==> config.mk <==
export PLATFORM = sky130hd
export DESIGN_NAME = wakeup_reload_timer
export DESIGN_NICKNAME = d
export VERILOG_FILES = /design/src/rtl/wrt_pkg.sv /design/src/rtl/wrt_tick_gen.sv /design/src/rtl/wrt_ctrl_fsm.sv /design/src/rtl/wrt_regs.sv /design/src/rtl/wakeup_reload_timer.sv
export SDC_FILE = /design/constraint.sdc
export NUM_CORES = 1
export LEC_CHECK = 0
export ABC_AREA = 0
export BUFFER_PORTS_ARGS = -buffer_cell sky130_fd_sc_hd__buf_2
export CAP_MARGIN = 15
export CORE_ASPECT_RATIO = 1.25
export CORE_UTILIZATION = 50
export DETAILED_ROUTE_END_ITERATION = 12
export PLACE_DENSITY = 0.72
export SLEW_MARGIN = 20
export SYNTH_ARGS = -nofsm -noshare
export SYNTH_HDL_FRONTEND = slang
export SYNTH_SLANG_ARGS = --single-unit
==> constraint.sdc <==
create_clock -name clk -period 3.8 [get_ports clk]
set_input_delay 0.76 -clock clk [delete_from_list [all_inputs] [get_ports clk]]
set_output_delay 0.76 -clock clk [all_outputs]
set_load 0.03 [all_outputs]
==> src/rtl/wrt_pkg.sv <==
package wrt_pkg;
    localparam int CNT_W  = 16;
    localparam int PRE_W  = 4;
    localparam int ADDR_W = 2;
    localparam int DATA_W = 16;

    typedef enum logic [1:0] {
        ST_IDLE  = 2'd0,
        ST_LOAD  = 2'd1,
        ST_COUNT = 2'd2,
        ST_DRAIN = 2'd3
    } wrt_state_e;

    localparam logic [ADDR_W-1:0] A_CTRL   = 2'd0;
    localparam logic [ADDR_W-1:0] A_RELOAD = 2'd1;
    localparam logic [ADDR_W-1:0] A_STATUS = 2'd2;

    localparam int B_EN  = 0;
    localparam int B_IE  = 1;
    localparam int B_SRC = 4;
endpackage

==> src/rtl/wrt_tick_gen.sv <==
module wrt_tick_gen #(
    parameter int PRE_W = wrt_pkg::PRE_W
) (
    input  logic       clk,
    input  logic       rst_n,
    input  logic       run,
    input  logic       restart,
    input  logic       sec_tick,
    input  logic [2:0] src,
    output logic       tick
);
    logic [PRE_W-1:0] div_q;
    logic [PRE_W-1:0] mask;

    // source 0 -> all ones (/16), each step halves the period
    always_comb mask = {PRE_W{1'b1}} >> src[1:0];

    always_ff @(posedge clk or negedge rst_n) begin
        if (!rst_n)       div_q <= '0;
        else if (restart) div_q <= '0;
        else if (run)     div_q <= div_q + 1'b1;
    end

    always_comb begin
        if (src[2]) tick = run && sec_tick;
        else        tick = run && ((div_q & mask) == mask);
    end

    assert_no_tick_stopped_R3: assert property (@(posedge clk) disable iff (!rst_n)
        (src[2] && !sec_tick) |-> !tick);
endmodule

==> src/rtl/wrt_ctrl_fsm.sv <==
module wrt_ctrl_fsm
    import wrt_pkg::*;
#(
    parameter int CNT_W = wrt_pkg::CNT_W
) (
    input  logic             clk,
    input  logic             rst_n,
    input  logic             enable,
    input  logic             tick,
    input  logic [CNT_W-1:0] reload_val,
    input  logic             extend,
    output logic             run,
    output logic             restart,
    output logic             write_ok,
    output logic             wrap
);
    localparam int FULL_W = CNT_W + 1;

    wrt_state_e        state_q, state_d;
    logic [FULL_W-1:0] cnt_q;
    logic [FULL_W-1:0] full;

    always_comb full = {extend, reload_val};

    always_ff @(posedge clk or negedge rst_n) begin
        if (!rst_n) state_q <= ST_IDLE;
        else        state_q <= state_d;
    end

    always_comb begin
        state_d = state_q;
        unique case (state_q)
            ST_IDLE:  if (enable) state_d = ST_LOAD;
            ST_LOAD:  state_d = enable ? ST_COUNT : ST_DRAIN;
            ST_COUNT: if (!enable) state_d = ST_DRAIN;
            ST_DRAIN: state_d = ST_IDLE;
        endcase
    end

    always_comb begin
        run      = 1'b0;
        restart  = 1'b0;
        write_ok = 1'b0;
        unique case (state_q)
            ST_IDLE:  write_ok = !enable;
            ST_LOAD:  restart  = 1'b1;
            ST_COUNT: run      = 1'b1;
            ST_DRAIN: ;
        endcase
    end

    always_ff @(posedge clk or negedge rst_n) begin
        if (!rst_n)                cnt_q <= '0;
        else if (restart)          cnt_q <= full;
        else if (tick) begin
            if (cnt_q == '0)       cnt_q <= full;
            else                   cnt_q <= cnt_q - 1'b1;
        end
    end

    always_comb wrap = tick && (cnt_q == '0);

    assert_step_down_R5: assert property (@(posedge clk) disable iff (!rst_n)
        (tick && cnt_q != '0 && !restart) |=> (cnt_q == $past(cnt_q) - 1'b1));
    assert_reload_on_zero_R5: assert property (@(posedge clk) disable iff (!rst_n)
        (tick && cnt_q == '0) |=> (cnt_q == $past(full)));
    assert_wok_rise_stopped_R7: assert property (@(posedge clk) disable iff (!rst_n)
        $rose(write_ok) |-> !enable && !run);
endmodule

==> src/rtl/wrt_regs.sv <==
module wrt_regs
    import wrt_pkg::*;
#(
    parameter int CNT_W  = wrt_pkg::CNT_W,
    parameter int ADDR_W = wrt_pkg::ADDR_W,
    parameter int DATA_W = wrt_pkg::DATA_W
) (
    input  logic              clk,
    input  logic              rst_n,
    input  logic              wr_en,
    input  logic [ADDR_W-1:0] wr_addr,
    input  logic [DATA_W-1:0] wr_data,
    input  logic [ADDR_W-1:0] rd_addr,
    output logic [DATA_W-1:0] rd_data,
    input  logic              write_ok,
    input  logic              wrap,
    output logic              enable,
    output logic              irq_en,
    output logic [2:0]        src,
    output logic [CNT_W-1:0]  reload_q,
    output logic              flag,
    output logic              irq
);
    logic wr_ctrl, wr_reload, clr_req;

    always_comb begin
        wr_ctrl   = wr_en && (wr_addr == A_CTRL);
        wr_reload = wr_en && (wr_addr == A_RELOAD) && write_ok;
        clr_req   = wr_en && (wr_addr == A_STATUS) && wr_data[0];
    end

    always_ff @(posedge clk or negedge rst_n) begin
        if (!rst_n) begin
            enable <= 1'b0;
            irq_en <= 1'b0;
            src    <= '0;
        end else if (wr_ctrl) begin
            enable <= wr_data[B_EN];
            irq_en <= wr_data[B_IE];
            src    <= wr_data[B_SRC +: 3];
        end
    end

    always_ff @(posedge clk or negedge rst_n) begin
        if (!rst_n)         reload_q <= '1;
        else if (wr_reload) reload_q <= wr_data[CNT_W-1:0];
    end

    always_ff @(posedge clk or negedge rst_n) begin
        if (!rst_n)       flag <= 1'b0;
        else if (wrap)    flag <= 1'b1;
        else if (clr_req) flag <= 1'b0;
    end

    always_comb irq = flag & irq_en;

    always_comb begin
        rd_data = '0;
        unique case (rd_addr)
            A_CTRL:   rd_data = DATA_W'({src, 2'b00, irq_en, enable});
            A_RELOAD: rd_data = DATA_W'(reload_q);
            A_STATUS: rd_data = DATA_W'({write_ok, flag});
            default:  rd_data = '0;
        endcase
    end

    assert_reload_frozen_R6: assert property (@(posedge clk) disable iff (!rst_n)
        !write_ok |=> $stable(reload_q));
    assert_flag_set_R2: assert property (@(posedge clk) disable iff (!rst_n)
        wrap |=> flag);
    assert_flag_clear_R8: assert property (@(posedge clk) disable iff (!rst_n)
        (clr_req && !wrap) |=> !flag);
endmodule

==> src/rtl/wakeup_reload_timer.sv <==
module wakeup_reload_timer
    import wrt_pkg::*;
#(
    parameter int CNT_W  = wrt_pkg::CNT_W,
    parameter int PRE_W  = wrt_pkg::PRE_W,
    parameter int ADDR_W = wrt_pkg::ADDR_W,
    parameter int DATA_W = wrt_pkg::DATA_W
) (
    input  logic              clk,
    input  logic              rst_n,
    input  logic              sec_tick,
    input  logic              wr_en,
    input  logic [ADDR_W-1:0] wr_addr,
    input  logic [DATA_W-1:0] wr_data,
    input  logic [ADDR_W-1:0] rd_addr,
    output logic [DATA_W-1:0] rd_data,
    output logic              write_ok,
    output logic              wake_flag,
    output logic              wake_irq
);
    logic             enable, irq_en, run, restart, tick, wrap;
    logic [2:0]       src;
    logic [CNT_W-1:0] reload_q;

    wrt_regs #(.CNT_W(CNT_W), .ADDR_W(ADDR_W), .DATA_W(DATA_W)) u_regs (
        .clk(clk), .rst_n(rst_n), .wr_en(wr_en), .wr_addr(wr_addr),
        .wr_data(wr_data), .rd_addr(rd_addr), .rd_data(rd_data),
        .write_ok(write_ok), .wrap(wrap), .enable(enable), .irq_en(irq_en),
        .src(src), .reload_q(reload_q), .flag(wake_flag), .irq(wake_irq)
    );

    wrt_tick_gen #(.PRE_W(PRE_W)) u_tick (
        .clk(clk), .rst_n(rst_n), .run(run), .restart(restart),
        .sec_tick(sec_tick), .src(src), .tick(tick)
    );

    // sources 6 and 7 extend the reload by one extra top bit
    wrt_ctrl_fsm #(.CNT_W(CNT_W)) u_fsm (
        .clk(clk), .rst_n(rst_n), .enable(enable), .tick(tick),
        .reload_val(reload_q), .extend(src[2] & src[1]), .run(run),
        .restart(restart), .write_ok(write_ok), .wrap(wrap)
    );

    assert_irq_follows_R9: assert property (@(posedge clk) disable iff (!rst_n)
        (wake_irq |-> wake_flag) and (!wake_flag |-> !wake_irq));
endmodule

== Word level (Yosys, flattened, before mapping) ==
Cells that the tools add are included.
Storage, ports and cells
  output and inout port bits: 19
  word-level logic and storage cells: 57
  input bits: 24
  flip-flop bits (word level): 45
Operators by class
  $add $sub $neg: 2
  reduce and logical (&&, ||, !) cells: 17
  shift-type cells: 1
  mux-type cells: 16
  eq/ne operators: 10
  bitwise operators: 3
Operators with widths (count)
  2-to-1 mux 17 bit: 3
  one-hot mux 16 bit (3 select lines): 1
  logical NOT 17 bit: 1
  subtractor 17 x 1 -> 17 bit, second input constant: 1
  equality test 2 bit, second input constant: 4
  logical AND 1 bit: 8
  2-to-1 mux 4 bit: 2
  one-hot mux 2 bit (4 select lines): 1
  2-to-1 mux 1 bit: 7
  equality test 2 x 1 -> 1 bit, second input constant: 3
  logical NOT 2 bit: 3
  nonzero test 2 bit: 3
  adder 4 x 1 -> 4 bit, second input constant: 1
  AND 4 bit: 1
  equality test 4 bit: 1
  2-to-1 mux 2 bit: 2
  inequality test 2 bit, second input constant: 2
  >> shifter 4 x 2 -> 4 bit, first input constant: 1
  AND 1 bit: 2
  AND reduction 2 bit: 1
  logical NOT 1 bit: 1

== Longest topological paths before layout ==
  depth in word-level cells: 7
  mapped depth: 9
  depth with buffers taken out: 7

== Modules after synthesis ==
A second synthesis with hierarchy kept.
Second synthesis, totals
  cells, all modules: 249
  area, all modules: 2630.0 um^2
Modules (own cells, without submodules)
  wrt_ctrl_fsm: sequential area each 475.5 um^2, area each 1323.8 um^2, instances 1, cells an instance 154
  wrt_regs: sequential area each 570.5 um^2, area each 1087.3 um^2, instances 1, cells an instance 74
  wrt_tick_gen: sequential area each 100.1 um^2, area each 212.7 um^2, instances 1, cells an instance 20
  wakeup_reload_timer: sequential area each 0.0 um^2, area each 6.3 um^2, instances 1, cells an instance 1

== Worst setup path before layout ==
Ideal clock, no wire load.
  path type: input to output
  from: in rd_addr[0]
  to: out rd_data[0]
  data required time: 3.040 ns
  data arrival time: 1.844 ns
  path buffers: 1
  stages on the path: 3
  path slack: 1.196 ns
  path through: clkbuf_1 > mux2i_1 > o21ai_0
Between the ends
  longest elaborated chain between the ends: 2
  elaborated cells on any way between the ends: 4
  classes of those cells: eq/ne: 2; mux: 1; reduce/logical: 1
Ends and longest elaborated chain
  start: declaration: RTL line wakeup_reload_timer.sv:15  | input logic [ADDR_W-1:0] rd_addr,
  equality test 2 bit, or another cell as far along: RTL line wrt_regs.sv:59  | unique case (rd_addr)
  one-hot mux 16 bit (3 select lines) *: RTL line wrt_regs.sv:59
  end: declaration: RTL line wakeup_reload_timer.sv:16  | output logic [DATA_W-1:0] rd_data,
Mark *: on every way between the ends. The rest lies on a longest branch, timed or not.

== Worst setup path in the final report ==
  from: in rd_addr[0]
  to: out rd_data[12]
The elaborated chain is that of the path after synthesis.

==> impl_metrics.json <==
{
  "groute.layer.met3.usage_pct": 2.88,
  "pin_count_of_the_biggest_net_entering_global_routing": 46,
  "grt-ovfl-total": 0,
  "area.sequential_mm2": 0.00115,
  "largest_family_of_logic_cells_by_synthesized_area": "simple AND/OR/NAND/NOR gates",
  "count_of_cells_resized_by_post_cts_repair": 0,
  "drc": 0,
  "final.fill_count": 442,
  "cts-buffers-inserted": 5,
  "clk_latency_worst_skew_pair_ps": 300,
  "worst_setup_path_start_kind": "input port",
  "layout-area-overhead-vs-synth_pct": 11.9,
  "relSlewSlack_pct": 51.7,
  "sequential_share_of_the_synthesized_area_pct": 43.9,
  "outcome": "complete, no violations",
  "clock-root-buffer": "clkbuf_8",
  "gr-usage-met2_pct": 36.0,
  "hold_viol_final": 0,
  "dominantRegCellSynth": "dfrtp_1",
  "number_of_antenna_violations_at_the_first_check_in_global_routing": 0,
  "synth-edff-count": 0,
  "final_nets": 327,
  "first_global_vias": 2020,
  "post-route-util_pct": 58.0,
  "crit_path_max_fanout": 11,
  "synth.area.mux_share_pct": 13.3,
  "half_perimeter_wire_length_of_the_detailed_placement_result_mm": 4.04,
  "drt_iter0_markers": 95,
  "power.total_mw": 2.24,
  "worstPathArrival_ps": 2000,
  "regToRegEndpoint": "u_fsm.cnt_q[4]",
  "rows": 29,
  "cts.clk_slew.worst_paths_ps": 80,
  "detail_route.first_pass.iterations": 6,
  "initial_core_util_pct": 51.8,
  "antenna-diode-count": 0,
  "worst-endpoint-required_ps": 3040,
  "drv_slew": 0,
  "maxCapViolCount": 0,
  "gr_util_met1_pct": 30.6,
  "grt_first_pass_wirelength_mm": 9.63,
  "yosys_warnings": 0,
  "synth_simple_gate_area_share_pct": 18.4,
  "floorplan.die.height_um": 82.8,
  "cts_hold_repair.buffers": 0,
  "postCtsSetupBuffers": 0,
  "clock_period_minus_worst_slack_ps": 2760,
  "detailed_route_vias_per_instance": 5.77,
  "yosysUniqueCellTypes": 47,
  "setup.reg_to_reg.worst_slack_ps": 1630,
  "core_area_mm2": 0.00504,
  "wl_mm": 5.61,
  "globalRoute.busiestLayer": "met2",
  "endpoint_kind": "primary output",
  "cellPowerDensity_mw_per_mm2": 765,
  "die_area_mm2": 0.00552,
  "clock_sink_count": 45,
  "unrepaired_setup_endpoints_after_global_routing": "false",
  "hold_path_class": "input port to async pin",
  "timing.final.setup_violations": 0,
  "postSynthAreaPerCell_um2": 10.1,
  "cts_tree": "yes",
  "fin_tns_setup_ps": 0,
  "ctsHtreeMaxLevel": 2,
  "synth.cell_area_mm2": 0.00261,
  "chipWidth_um": 66.7,
  "crit_top_cell": "buf_2",
  "critical_path.n_buffers_inverters": 2,
  "fin_skew_ps": 6.64,
  "p_leak_nw": 1.28,
  "synth-async-reset-ratio_pct": 100,
  "r2r_cells": 6,
  "synth-seq-cells": 45,
  "num_io_pins": 43,
  "path_cells": "buf_2 > nor2b_1 > and2_1 > buf_2",
  "setup.worst_path.class": "input port to primary output",
  "peakVddDrop_uv": 569,
  "synth.net_count": 289,
  "routed_wire_length_per_instance_um": 15.6,
  "fmax_mhz": 363,
  "post_synth_fa_ha_maj_area_fraction_pct": 3.35,
  "critical_path.max_stage_delay_ps": 620,
  "worstReg2RegStart": "u_fsm.cnt_q[11]",
  "critical_path.top_delay_family": "simple AND/OR/NAND/NOR gates",
  "clock_tree.buffer_depth": 2,
  "grtUsageTotal_pct": 22.7,
  "gpl_congestion": 0.830,
  "route.antenna.remaining_nets": 0,
  "post_route_cells_drive_above_1_share_pct": 32.7,
  "multi_input_area_mm2": 0.00133,
  "synthCells": 258,
  "synthesized_area_fraction_occupied_by_ao_oa_aoi_and_oai_cells_pct": 15.9,
  "post_synth_xor_area_fraction_pct": 0,
  "max_slew.worst_pin.slew_ps": 724,
  "input_output_buffers": 42,
  "post-route-period-util_pct": 72.6,
  "routed_vias": 2072,
  "timing.critical_path.slowest_stage_cell": "nor2b_1"
}
power breakdown:
group | switching, mW | total (mW) | internal (mW)
clock | 0.154 | 0.284 | 0.131
combinational | 0.557 | 0.978 | 0.421
sequential | 0.220 | 0.973 | 0.753
worst register-to-register path, cell delays in order, from the launching register on:
cell     delay, ps
dfrtp_1        440
nor3_1         350
and4_1         430
a21oi_1        110
buf_4          210
mux2_1         320
o22a_1         200
worst max path at each step:
stage	end	from	depth (start not counted)	slack, ps
finish	rd_data[12]	rd_addr[0]	4	1040
global route	rd_data[12]	rd_addr[0]	4	900
CTS	rd_data[12]	rd_addr[0]	4	990
detailed placement	rd_data[12]	rd_addr[0]	4	1000
global placement	rd_data[12]	rd_addr[0]	4	1020
floorplan	rd_data[0]	rd_addr[0]	3	1200
synthesized netlist by cell type (8+ instances only):
library cell | instances | area [µm²]
a21oi_1 | 10 | 50.1
a22oi_1 | 8 | 60.1
and2_1 | 14 | 87.6
dfrtp_1 | 29 | 726
dfstp_2 | 16 | 420
inv_1 | 14 | 52.6
mux2_2 | 21 | 236
mux2i_1 | 10 | 100
nand2_1 | 14 | 52.6
nor2_1 | 15 | 56.3
nor3_1 | 11 | 55.1
o21ai_0 | 23 | 115
o2bb2ai_1 | 9 | 78.8
flip-flops by register name (all words and copies together) (netlist names):
name / cells
u_fsm.cnt_q: 17
u_tick.div_q: 4
u_fsm.state_q: 2
u_regs.flag: 1
u_regs.enable: 1
u_regs.src: 3
u_regs.irq_en: 1
u_regs.reload_q: 16
cell type report:
type | instances | area share, %
Clock buffer | 8 | 2.74
Inverter | 14 | 1.80
Multi-Input combinational cell | 185 | 45.5
Sequential cell | 45 | 39.2
Tap cell | 62 | 2.65
Timing Repair Buffer | 45 | 8.05
cells in the final DEF, fill, tap and decap left out, types with 4 or more instances in the layout:
master and n:
and2_1 14, buf_2 41, nor2_1 15, nor3_1 11
mux2_2 21, o2bb2ai_1 9, inv_1 14, ha_1 7
a22oi_1 8, dfrtp_1 29, mux2i_1 10, clkbuf_8 5
nand3_1 4, buf_4 4, nand2_1 14, o21ai_0 23
dfstp_2 16, a21oi_1 10
metrics by stage:
stage / hold slack (ps) / cells / setup WS, ps / area [µm²]
after floorplan: 457 / 258 / 1200 / 2610
after global routing: 507 / 359 / 899 / 2920
after global placement: 477 / 351 / 1020 / 2840
after CTS: 507 / 359 / 994 / 2920
final: 453 / 359 / 1040 / 2920
after detailed placement: 488 / 351 / 1000 / 2840
kinds of logic after synthesis:
| family | Yosys count |
|---|---|
| compound gates | 63 |
| fa+ha+maj | 7 |
| buf+inv | 28 |
| flops | 45 |
| mux | 32 |
| simple gates | 83 |
routing by layer:
metal | share of wire (%) | routed length, µm
met5 | 0 | 0
met4 | 2.3 | 131
met3 | 2.4 | 134
met2 | 52 | 2930
met1 | 43 | 2410
Power figures use the tool's default switching activity.
